`config.mk`:
```
export PLATFORM = sky130hd
export DESIGN_NAME = bpsk_resp_framer
export DESIGN_NICKNAME = d
export VERILOG_FILES = /design/src/rtl/bpsk_resp_framer.sv
export SDC_FILE = /design/constraint.sdc
export NUM_CORES = 1
export LEC_CHECK = 0
export CORE_AREA = 2 2 96 98
export CTS_BUF_LIST = sky130_fd_sc_hd__clkbuf_16
export DETAILED_ROUTE_END_ITERATION = 10
export DIE_AREA = 0 0 98 100
export REMOVE_ABC_BUFFERS = 1
export SLEW_MARGIN = 30
export SYNTH_ARGS = -nofsm -noshare
export SYNTH_HDL_FRONTEND = slang
export SYNTH_SLANG_ARGS = --single-unit
```
`constraint.sdc`:
```
create_clock -name clk -period 6.5 [get_ports clk]
set_input_delay 1.3 -clock clk [delete_from_list [all_inputs] [get_ports clk]]
set_output_delay 1.3 -clock clk [all_outputs]
set_load 0.05 [all_outputs]
```
`src/rtl/bpsk_resp_framer.sv`:
```
module bpsk_resp_framer #(
  parameter int MAX_BYTES     = 8,
  parameter int LEAD_BITS     = 12,
  parameter int SOT_LOW_BITS  = 10,
  parameter int SOT_HIGH_BITS = 10,
  parameter int SOT_TAIL_BITS = 2,
  parameter int EOT_ZERO_BITS = 10,
  parameter int EOT_ONE_BITS  = 2,
  localparam int NB_W = $clog2(MAX_BYTES + 1)
) (
  input  logic                   clk,
  input  logic                   rst_n,
  input  logic                   start,
  input  logic                   half_tick,
  input  logic                   crc_en,
  input  logic                   miller,
  input  logic [NB_W-1:0]        nbytes,
  input  logic [8*MAX_BYTES-1:0] buf_data,
  output logic                   phase,
  output logic                   mod_on,
  output logic                   busy
);

  localparam int SOT_BITS = SOT_LOW_BITS + SOT_HIGH_BITS + SOT_TAIL_BITS;
  localparam int EOT_BITS = EOT_ZERO_BITS + EOT_ONE_BITS;
  localparam int MAX_AB   = (LEAD_BITS > SOT_BITS) ? LEAD_BITS : SOT_BITS;
  localparam int CNT_MAX  = (MAX_AB > EOT_BITS) ? MAX_AB : EOT_BITS;
  localparam int CNT_W    = $clog2(CNT_MAX + 1);
  localparam int IDX_W    = $clog2(MAX_BYTES + 2);

  typedef enum logic [2:0] {S_IDLE, S_LEAD, S_SOT, S_BODY, S_EOT} st_t;

  st_t              st;
  logic             h;
  logic [CNT_W-1:0] cnt;
  logic [IDX_W-1:0] bi;
  logic [3:0]       si;
  logic [15:0]      crc;
  logic             prev_bit, prev_end;
  logic             cfg_miller, cfg_crc;
  logic [IDX_W-1:0] cfg_n;

  logic [IDX_W-1:0] total;
  logic [7:0]       data_byte, cur_byte;
  logic [3:0]       si_m1;
  logic             body_bit, cur_bit, ref_ph, end_ph, coded, sot_ph;
  logic             crc_bit_slot;

  assign total = cfg_n + (cfg_crc ? IDX_W'(2) : '0);

  always_comb begin
    data_byte = '0;
    for (int k = 0; k < MAX_BYTES; k++)
      if (bi == IDX_W'(k)) data_byte = buf_data[8*k +: 8];
  end

  assign cur_byte = (bi < cfg_n) ? data_byte : ((bi == cfg_n) ? crc[7:0] : crc[15:8]);
  assign si_m1    = si - 4'd1;
  assign body_bit = (si == 4'd0) ? 1'b0 : ((si <= 4'd8) ? cur_byte[si_m1[2:0]] : 1'b1);
  assign cur_bit  = (st == S_BODY) ? body_bit :
                    (st == S_EOT)  ? (cnt >= CNT_W'(EOT_ZERO_BITS)) : 1'b1;

  assign ref_ph = cfg_miller ? ((!cur_bit && !prev_bit) ? !prev_end : prev_end) : !cur_bit;
  assign end_ph = ref_ph ^ (cfg_miller & cur_bit);
  assign coded  = ref_ph ^ (cfg_miller & cur_bit & h);
  assign sot_ph = (cnt >= CNT_W'(SOT_LOW_BITS)) &&
                  (cnt < CNT_W'(SOT_LOW_BITS + SOT_HIGH_BITS));

  assign crc_bit_slot = (st == S_BODY) && (si != 4'd0) && (si <= 4'd8) && (bi < cfg_n);

  assign mod_on = (st == S_SOT) || (st == S_BODY) || (st == S_EOT);
  assign busy   = (st != S_IDLE);
  assign phase  = (st == S_SOT) ? sot_ph :
                  ((st == S_BODY) || (st == S_EOT)) ? coded : 1'b0;

  always_ff @(posedge clk or negedge rst_n) begin
    if (!rst_n) begin
      st         <= S_IDLE;
      h          <= 1'b0;
      cnt        <= '0;
      bi         <= '0;
      si         <= '0;
      crc        <= 16'hFFFF;
      prev_bit   <= 1'b1;
      prev_end   <= 1'b0;
      cfg_miller <= 1'b0;
      cfg_crc    <= 1'b0;
      cfg_n      <= '0;
    end else if (st == S_IDLE) begin
      if (start) begin
        st         <= S_LEAD;
        h          <= 1'b0;
        cnt        <= '0;
        crc        <= 16'hFFFF;
        cfg_miller <= miller;
        cfg_crc    <= crc_en;
        cfg_n      <= IDX_W'(nbytes);
      end
    end else if (half_tick) begin
      if (!h) begin
        h <= 1'b1;
      end else begin
        h <= 1'b0;
        unique case (st)
          S_LEAD: begin
            if (cnt == CNT_W'(LEAD_BITS - 1)) begin
              st  <= S_SOT;
              cnt <= '0;
            end else cnt <= cnt + 1'b1;
          end
          S_SOT: begin
            if (cnt == CNT_W'(SOT_BITS - 1)) begin
              st       <= S_BODY;
              bi       <= '0;
              si       <= '0;
              prev_bit <= 1'b1;
              prev_end <= 1'b0;
            end else cnt <= cnt + 1'b1;
          end
          S_BODY: begin
            prev_bit <= cur_bit;
            prev_end <= end_ph;
            if (crc_bit_slot)
              crc <= {1'b0, crc[15:1]} ^ ((crc[0] ^ cur_bit) ? 16'h8408 : 16'h0000);
            if (si == 4'd10) begin
              si <= '0;
              if (bi == total - 1'b1) begin
                st  <= S_EOT;
                cnt <= '0;
              end else bi <= bi + 1'b1;
            end else si <= si + 4'd1;
          end
          S_EOT: begin
            prev_bit <= cur_bit;
            prev_end <= end_ph;
            if (cnt == CNT_W'(EOT_BITS - 1)) st <= S_IDLE;
            else cnt <= cnt + 1'b1;
          end
          default: st <= S_IDLE;
        endcase
      end
    end
  end


  phase_hold_chk: assert property (@(posedge clk) disable iff (!rst_n)
    !half_tick |=> $stable(phase));


  busy_rise_chk: assert property (@(posedge clk) disable iff (!rst_n)
    $rose(busy) |-> $past(start));


  cfg_hold_chk: assert property (@(posedge clk) disable iff (!rst_n)
    (busy && $past(busy)) |-> ($stable(cfg_miller) && $stable(cfg_crc) && $stable(cfg_n)));


  mod_rise_chk: assert property (@(posedge clk) disable iff (!rst_n)
    $rose(mod_on) |-> ($past(half_tick) && busy));


  mod_fall_chk: assert property (@(posedge clk) disable iff (!rst_n)
    $fell(mod_on) |-> (!busy && !phase));

endmodule

```
## Yosys cells after proc, flatten, opt, wreduce, memory -nomap -nowiden

Index checks and enable logic that the tools add are counted.

- Flip-flop bits (word level): 41
- Output and inout port bits: 3
- Logic and storage cells: 150

- $add $sub $neg: 6
- $lt $le $gt $ge: 5
- Equal/unequal tests: 27
- Multiplexer cells: 62
- Bitwise gates (word level): 7
- Reductions and logical operators: 32

Operators with widths:

| operator | count |
|---|---|
| 16-bit 2-to-1 mux | 7 |
| 8-bit 2-to-1 mux | 10 |
| 5-bit 2-to-1 mux | 9 |
| 3-bit 2-to-1 mux | 9 |
| 5-bit case mux with 4 select lines | 1 |
| 4-bit by 3-bit equality test with 1-bit output (second input constant) | 4 |
| 4-bit 2-to-1 mux | 4 |
| 4-bit case mux with 2 select lines | 2 |
| 8-bit AND reduction | 2 |
| 15-bit by 16-bit bitwise XOR with 16-bit output | 1 |
| 1-bit 2-to-1 mux | 15 |
| 5-bit AND reduction | 3 |
| 3-bit by 1-bit != test with 1-bit output (second input constant) | 4 |
| 3-bit case mux with 4 select lines | 1 |
| 2-bit nonzero test | 6 |
| 3-bit != test (second input constant) | 3 |
| 4-bit by 1-bit adder with 4-bit output (second input constant) | 2 |
| 4-bit by 2-bit equality test with 1-bit output (second input constant) | 2 |
| 4-bit equality test | 2 |
| 4-bit zero test | 2 |
| 7-bit AND reduction | 1 |
| 3-bit by 2-bit equality test with 1-bit output (second input constant) | 2 |
| 5-bit by 1-bit adder with 5-bit output (second input constant) | 1 |
| 5-bit by 4-bit equality test with 1-bit output (second input constant) | 1 |
| other kinds (30) | 45 |

## Depth between registers and ports, before layout

Gate-level depths: netlist of run 1.

- Depth in word-level cells: 23
- Mapped depth: 14
- Gate-level depth less buffers: 14

## Worst setup path after synthesis of run 1

No wires, ideal clock.

- Path type: in2out
- Start point: input port buf_data[28]
- End point: output port phase
- Arrival time: 3.089 ns
- Slack: 2.111 ns
- Stages on the path: 10
- Buffers on the path: 0
- Cells stage by stage: inv_1 -> o32ai_1 -> a31oi_1 -> o311ai_1 -> a211oi_1 -> o32ai_1 -> a31oi_1 -> nor2_2 -> a21oi_1 -> a221o_2

- Word-level cells in the longest chain between the ends: 18
- Elaborated cells on any way between the ends: 20
- Classes of those cells: mux: 15; bitwise: 3; reduce/logical: 2

Ends and longest elaborated chain:

| what | RTL line | text |
|---|---|---|
| from (decl) | 18 | `input logic [8*MAX_BYTES-1:0] buf_data,` |
| 8-bit 2-to-1 mux (*) (5 in a row) | 54 | `if (bi == IDX_W'(k)) data_byte = buf_data[8*k +: 8];` |
| 8-bit 2-to-1 mux (*) | 57 | `assign cur_byte = (bi < cfg_n) ? data_byte : ((bi == cfg_n) ? crc[7:0] : crc[15:8]);` |
| 1-bit binary-select mux with 3-bit select (*) | 59 | `assign body_bit = (si == 4'd0) ? 1'b0 : ((si <= 4'd8) ? cur_byte[si_m1[2:0]] : 1'b1);` |
| 1-bit 2-to-1 mux (implied by the code) (*) | 59 |  |
| 1-bit 2-to-1 mux (*) (2 in a row) | 59 |  |
| 1-bit 2-to-1 mux (*) | 60 | `assign cur_bit = (st == S_BODY) ? body_bit :` |
| 1-bit zero test | 63 | `assign ref_ph = cfg_miller ? ((!cur_bit && !prev_bit) ? !prev_end : prev_end) : !cur_bit;` |
| 1-bit logical AND | 63 |  |
| 1-bit 2-to-1 mux (2 in a row) | 63 |  |
| 1-bit bitwise XOR (*) | 65 | `assign coded = ref_ph ^ (cfg_miller & cur_bit & h);` |
| 1-bit 2-to-1 mux (*) | 74 | `((st == S_BODY) \|\| (st == S_EOT)) ? coded : 1'b0;` |
| 1-bit 2-to-1 mux (*) | 73 | `assign phase = (st == S_SOT) ? sot_ph :` |
| to (decl) | 19 | `output logic phase,` |

Mark *: on every way between the ends. The rest lies on a longest branch, timed or not. The select of a mux whose other input is x is not followed.

## Final worst setup path of run 1

- Start point: register bi[1]
- End point: output port phase

- Word-level cells in the longest chain between the ends: 22
- Elaborated cells on any way between the ends: 34
- Classes of those cells: order compare: 1; eq/ne: 8; mux: 19; bitwise: 3; reduce/logical: 3

Ends and longest elaborated chain:

| what | RTL line | text |
|---|---|---|
| from (decl) | 36 | `logic [IDX_W-1:0] bi;` |
| from (signal assigned) | 130 | `end else bi <= bi + 1'b1;` |
| 4-bit zero test | 54 |  |
| 8-bit 2-to-1 mux (8 in a row) | 54 |  |
| 8-bit 2-to-1 mux (*) | 57 |  |
| 1-bit binary-select mux with 3-bit select (*) | 59 |  |
| 1-bit 2-to-1 mux (implied by the code) (*) | 59 |  |
| 1-bit 2-to-1 mux (*) (2 in a row) | 59 |  |
| 1-bit 2-to-1 mux (*) | 60 |  |
| 1-bit zero test | 63 |  |
| 1-bit logical AND | 63 |  |
| 1-bit 2-to-1 mux (2 in a row) | 63 |  |
| 1-bit bitwise XOR (*) | 65 |  |
| 1-bit 2-to-1 mux (*) | 74 |  |
| 1-bit 2-to-1 mux (*) | 73 |  |

Marked as above.

==> results of run 1 <==
[routing by layer]
metal / vias up / track usage / part of all wire / wire [um]
met5: - / 0 / 0 / 0
met3: 18 / 0.03482 / 0.055 / 534
li1: 1624 / - / - / -
met2: 103 / 0.3151 / 0.45 / 4410
met4: 0 / 0.06731 / 0.020 / 191
met1: 1538 / 0.2729 / 0.47 / 4616
[power breakdown]
part | switching (mW) | total (mW) | internal, mW
clock network | 0.0997 | 0.239 | 0.139
logic | 0.612 | 1.08 | 0.471
registers | 0.121 | 0.506 | 0.385
total | 0.832 | 1.83 | 0.995
[state kept, by name, indices dropped and copies added (netlist names)]
signal	count
crc	16
cnt	5
cfg_crc	1
prev_bit	1
cfg_miller	1
h	1
cfg_n	4
si	4
bi	4
prev_end	1
st	3
[kinds of logic (layout without fill, tap and decap cells)]
logic type,Yosys count,in the layout,synth area share
muxes,11,11,0.03774
adders and majority gates,18,18,0.06816
xor gates and xnor gates,13,13,0.03335
and+or+nand+nor,137,137,0.1938
AOI/OAI and AO/OA,147,147,0.2800
buffers and inverters,48,110,0.08025
DFF,41,41,0.3067
[worst min-delay path by stage]
| stage | depth (start not counted) | end |
|---|---|---|
| after detailed placement | 2 | crc[12] |
| after global routing | 2 | crc[13] |
| final | 2 | crc[12] |
| after CTS | 2 | crc[12] |
| after global placement | 2 | crc[13] |
| after floorplan | 2 | crc[8] |
[cells in the mapped netlist (4+ instances only)]
cell type,count,share of area
clkbuf_1,9,0.0099
ha_1,17,0.062
a211oi_1,5,0.011
a221oi_1,5,0.013
o22ai_1,10,0.018
a31oi_1,4,0.0073
dfrtp_1,24,0.18
mux2i_1,7,0.021
xor2_1,6,0.015
inv_1,22,0.024
a21oi_1,35,0.051
and2_1,4,0.0073
o21ai_0,47,0.069
nand2_1,44,0.048
nor2_1,39,0.043
nand3_1,8,0.012
nand2b_1,6,0.011
clkbuf_8,5,0.020
a22oi_1,6,0.013
dfstp_2,17,0.13
xnor2_1,7,0.018
nor3_1,10,0.015
[worst max-delay path, delay by kind of cell (launching register included)]
family          cells  cell delay (ns)
compound gates      7             1.56
simple gates        3             0.94
buf+inv             2             0.81
flops               1             0.52
fa+ha+maj           1             0.40
[cell type report]
| class | instances | share of cell area |
|---|---|---|
| inverter | 22 | 0.01922 |
| sequential | 41 | 0.2437 |
| clock buffer | 5 | 0.02912 |
| tap | 111 | 0.03232 |
| clock inverter | 3 | 0.002912 |
| timing repair buffer | 80 | 0.1835 |
| multi-input combinational | 326 | 0.4892 |
==> reports/metrics.yaml, run 1 <==
arrival_ns: 4.52
hp-class: "flop to flop"
worst_pin_slew_ns: 0.8702
crit_slowest_cell: "clkdlybuf4s50_1"
finalCriticalPeriod_ns: 5.816
core_area_um2: 8890
path_class: "flop to output port"
maxCapViolCount: 0
drt-initial-drc-count: 164
multi_input_area_um2: 2102
syn_to_final_growth_pct: 25.83
r2r_start: "bi[1]"
synth_area_um2: 3415
setup_ws_ns: 0.6836
drtPass1Iterations: 4
dpl_worst_slack_ns: 0.7782
initial_utilization: 0.3841
critPathLaunch: "bi[1]"
r2r_cells: 12
die_h_um: 100
pin_count: 77
avgSynthCellArea_um2: 8.228
slew_violations: 0
critical_path.startpoint_type: "flop"
post-route-util: 0.4833
layout_commonest_cell: "clkdlybuf4s50_1"
drc: 0
outcome: "complete, no violations"
ff2ff_setup_slack_ns: 2.79
hold_viol_final: 0
rows: 35
routedWlPerCell_um: 16.59
grt_pass1_wl_um: 15880
drive_gt1_frac: 0.1027
synth.ff_latch_count: 41
crit_path_end: "phase"
worstSkewPairLatency_ns: 0.29
finalWirelength_um: 9753
synthFlopType: "dfrtp_1"
seqCellArea_um2: 1047
ctsHtreeMaxLevel: 2
nNetsFinal: 568
yosysSeqAreaShare: 0.3067
yosys_warnings: 0
antenna_found_initial: 0
p_leak_nw: 1.710
cts_max_path_buffers: 2
cts_buffers: 5
r2r_end: "prev_end"
die-area_um2: 9800
num_vias: 3283
fp.dieW_um: 98
grt_setup_unrepaired: "false"
cts_root_buf: "clkbuf_16"
setup_violations: 0
antenna_cells: 0
required_ns: 5.20
finalSetupTns_ns: 0
grt_pass1_vias: 3201
holdWs_ns: 0.4904
crit_fanout: 15
stdcell_count: 588
power_mw: 1.827
viasPerCell: 5.583
fillers: 884
finalCritPeriodShare: 0.8948
ys_async_sr_fraction: 1.000
synth_edf_count: 0
placed_cells: 580
path_cells: "inv_1 -> ha_1 -> and2b_1 -> a221oi_2 -> o31ai_2 -> nand4_1 -> o2111a_1 -> o32ai_1 -> a31oi_1 -> nor2_2 -> a21oi_1 -> a221o_2 -> clkdlybuf4s50_1"
place_congestion: 0.8504
post-cts-setup-buffer-count: 0
slew_headroom: 0.4199
grt_start_max_net_pins: 42
hold_buffers: 0
place_hpwl_um: 7162
port_buffers: 76
design_area_um2: 4297
grt_usage: 0.1978
min_from: "crc[13]"
max_stage_delay_ns: 0.70
cts_resized: 0
p_per_area_nw_per_um2: 425.1
clk_pin_slew_ns: 0.06
peakVddDrop_v: 0.0001872
skew_ns: 0.004548
placed_area_um2: 4154
max_freq_mhz: 171.9
clkSinkCount: 41
cts_tree: "yes"
synth.distinct_cells: 71
final_antenna_net_count: 0
synth_cells: 415
mostFrequentLayoutCells: "75 x clkdlybuf4s50_1, 47 x o21ai_0, 44 x nand2_1"
overflow: 0
end_kind: "output port"
(Power assumes the default switching activity.)
==> inputs of run 2 (changes only) <==
- clock period: 6.5 -> 6.2 ns (I/O delays scaled with it)
==> run 2 against run 1 <==
Against the previous run: via count down 0.85%; first-iteration DRC count up 12%; register-to-register slack worse by 0.33 ns; non-clock buffer count up 1; count of clock-buffer cells in the layout unchanged; worst setup slack worse by 0.26 ns; worst hold slack about the same; clock skew up 0.0045 ns; power up 4.7%; critical path depth unchanged; sequential share of layout area about the same; final cell count up 0.17%; critical endpoint unchanged.
==> reports/metrics.yaml, run 2 (synthesis results as in run 1) <==
finalCriticalPeriod_ns: 5.772
drt-initial-drc-count: 183  # +12%
clk_pin_slew_ns: 0.06  # about the same
max_freq_mhz: 173.2
slew_headroom: 0.4312  # +0.01128
grt_setup_unrepaired: "false"
path_class: "flop to output port"
drtPass1Iterations: 4  # unchanged
grt_start_max_net_pins: 42  # unchanged
nNetsFinal: 569  # +0.18%
required_ns: 4.96  # -0.24 ns
critical_path.startpoint_type: "flop"
mostFrequentLayoutCells: "75 x clkdlybuf4s50_1, 47 x o21ai_0, 44 x nand2_1"
drc: 0  # unchanged
routedWlPerCell_um: 16.24  # -2.1%
largest_reg_flops: 16  # unchanged
port_buffers: 76  # unchanged
p_per_area_nw_per_um2: 444.6  # +4.6%
end_kind: "output port"
met1_length_um: 4682  # +1.4%
largest_registers: "crc (16), cnt (5)"
maxCapViolCount: 0  # unchanged
dpl_worst_slack_ns: 0.5801  # -0.1980 ns
initial_utilization: 0.3841  # unchanged
rows: 35  # unchanged
outcome: "complete, no violations"
worst_pin_slew_ns: 0.8532  # -0.01693 ns
setup_ws_ns: 0.4279  # -0.2557 ns
place_hpwl_um: 7246  # +1.2%
slew_violations: 0  # unchanged
hold_buffers: 0  # unchanged
antenna_cells: 0  # unchanged
setup_violations: 0  # unchanged
clkSinkCount: 41  # unchanged
place_congestion: 0.8489  # -0.18%
die_h_um: 100  # unchanged
worstSkewPairLatency_ns: 0.28  # about the same
layout_commonest_cell: "clkdlybuf4s50_1"
grt_pass1_wl_um: 15660  # -1.4%
crit_fanout: 15  # unchanged
die-area_um2: 9800  # unchanged
power_mw: 1.913  # +4.7%
hold_viol_final: 0  # unchanged
post-route-util: 0.4839  # +0.0005630
peakVddDrop_v: 0.0002149  # +15%
fp.dieW_um: 98  # unchanged
p_leak_nw: 1.718  # +0.48%
finalSetupTns_ns: 0  # unchanged
grt_pass1_vias: 3148  # -1.7%
ctsHtreeMaxLevel: 2  # unchanged
overflow: 0  # unchanged
grt_usage: 0.1941  # -0.003705
cts_tree: "yes"
viasPerCell: 5.526  # -1.0%
num_vias: 3255  # -0.85%
final_antenna_net_count: 0  # unchanged
cts_max_path_buffers: 2  # unchanged
cts_root_buf: "clkbuf_16"
post-cts-setup-buffer-count: 0  # unchanged
hp-class: "flop to flop"
syn_to_final_growth_pct: 25.98
core_area_um2: 8890  # unchanged
maxUsedRoutingLayer: "met4"
cts_buffers: 5  # unchanged
pin_count: 77  # unchanged
finalCritPeriodShare: 0.9310
finalWirelength_um: 9565  # -1.9%
dr_wl_met2_um: 4261  # -3.4%
skew_ns: 0.009057  # +0.004509 ns
antenna_found_initial: 0  # unchanged
dr_wl_met3_um: 477  # -11%
arrival_ns: 4.53  # about the same
top_register: "crc"
drive_gt1_frac: 0.1025  # -0.0002149
cts_resized: 0  # unchanged
## run 2: cell count changes in the layout (fill, tap and decap cells not counted)
cell	delta
buf_4	+1
ha_1	+1
ha_2	-1
## run 2: metrics by stage
step	std cells	hold WS [ns]	instance area, um^2
floorplan	389	0.4631	3223
global placement	581	0.4743	4161
detailed placement	581	0.4855	4161
CTS	589	0.4940	4299
global route	589	0.5211	4302
finish	589	0.4903	4302
## run 2: report_power, final
part / leakage, nW / switching, mW / internal (mW) / total (mW)
Clock: 0.0687 / 0.104 / 0.146 / 0.250
Sequential: 0.485 / 0.125 / 0.404 / 0.529
Combinational: 1.16 / 0.641 / 0.494 / 1.13
Total: 1.72 / 0.870 / 1.04 / 1.91
## run 2: worst max-delay path, stage by stage, from the launching register on
cell             delay, ns
dfrtp_1               0.53
inv_1                 0.11
ha_1                  0.41
and2b_1               0.49
a221oi_2              0.11
o31ai_2               0.29
nand4_1               0.14
o2111a_1              0.21
o32ai_1               0.37
a31oi_1               0.18
nor2_2                0.32
a21oi_1               0.08
a221o_2               0.31
clkdlybuf4s50_1       0.70
## run 2: layout make-up
type / instances / area (um^2)
Clock buffer: 5 / 125.1
Clock inverter: 3 / 12.51
Fill cell: 901 / 4588
Inverter: 22 / 82.58
Multi-Input combinational cell: 326 / 2100
Sequential cell: 41 / 1047
Tap cell: 111 / 138.9
Timing Repair Buffer: 81 / 795.8
## run 2: routing by layer
| layer | vias up | track usage |
|---|---|---|
| li1 | 1634 | - |
| met3 | 11 | 0.02368 |
| met4 | 0 | 0.05662 |
| met5 | - | 0 |
| met2 | 90 | 0.3061 |
| met1 | 1520 | 0.2810 |
## run 2: worst paths after layout
| path | cells past startpoint | slack [ns] | to | start |
|---|---|---|---|---|
| max | 13 | 0.43 | phase | bi[1] |
| min | 2 | 0.49 | crc[12] | crc[13] |
| max reg2reg | 12 | 2.46 | prev_end | bi[1] |
| min reg2reg | 2 | 0.49 | crc[12] | crc[13] |
| max in group asynchronous | 1 | 4.88 | crc[5] | rst_n |
| min in group asynchronous | 1 | 0.94 | cnt[4] | rst_n |
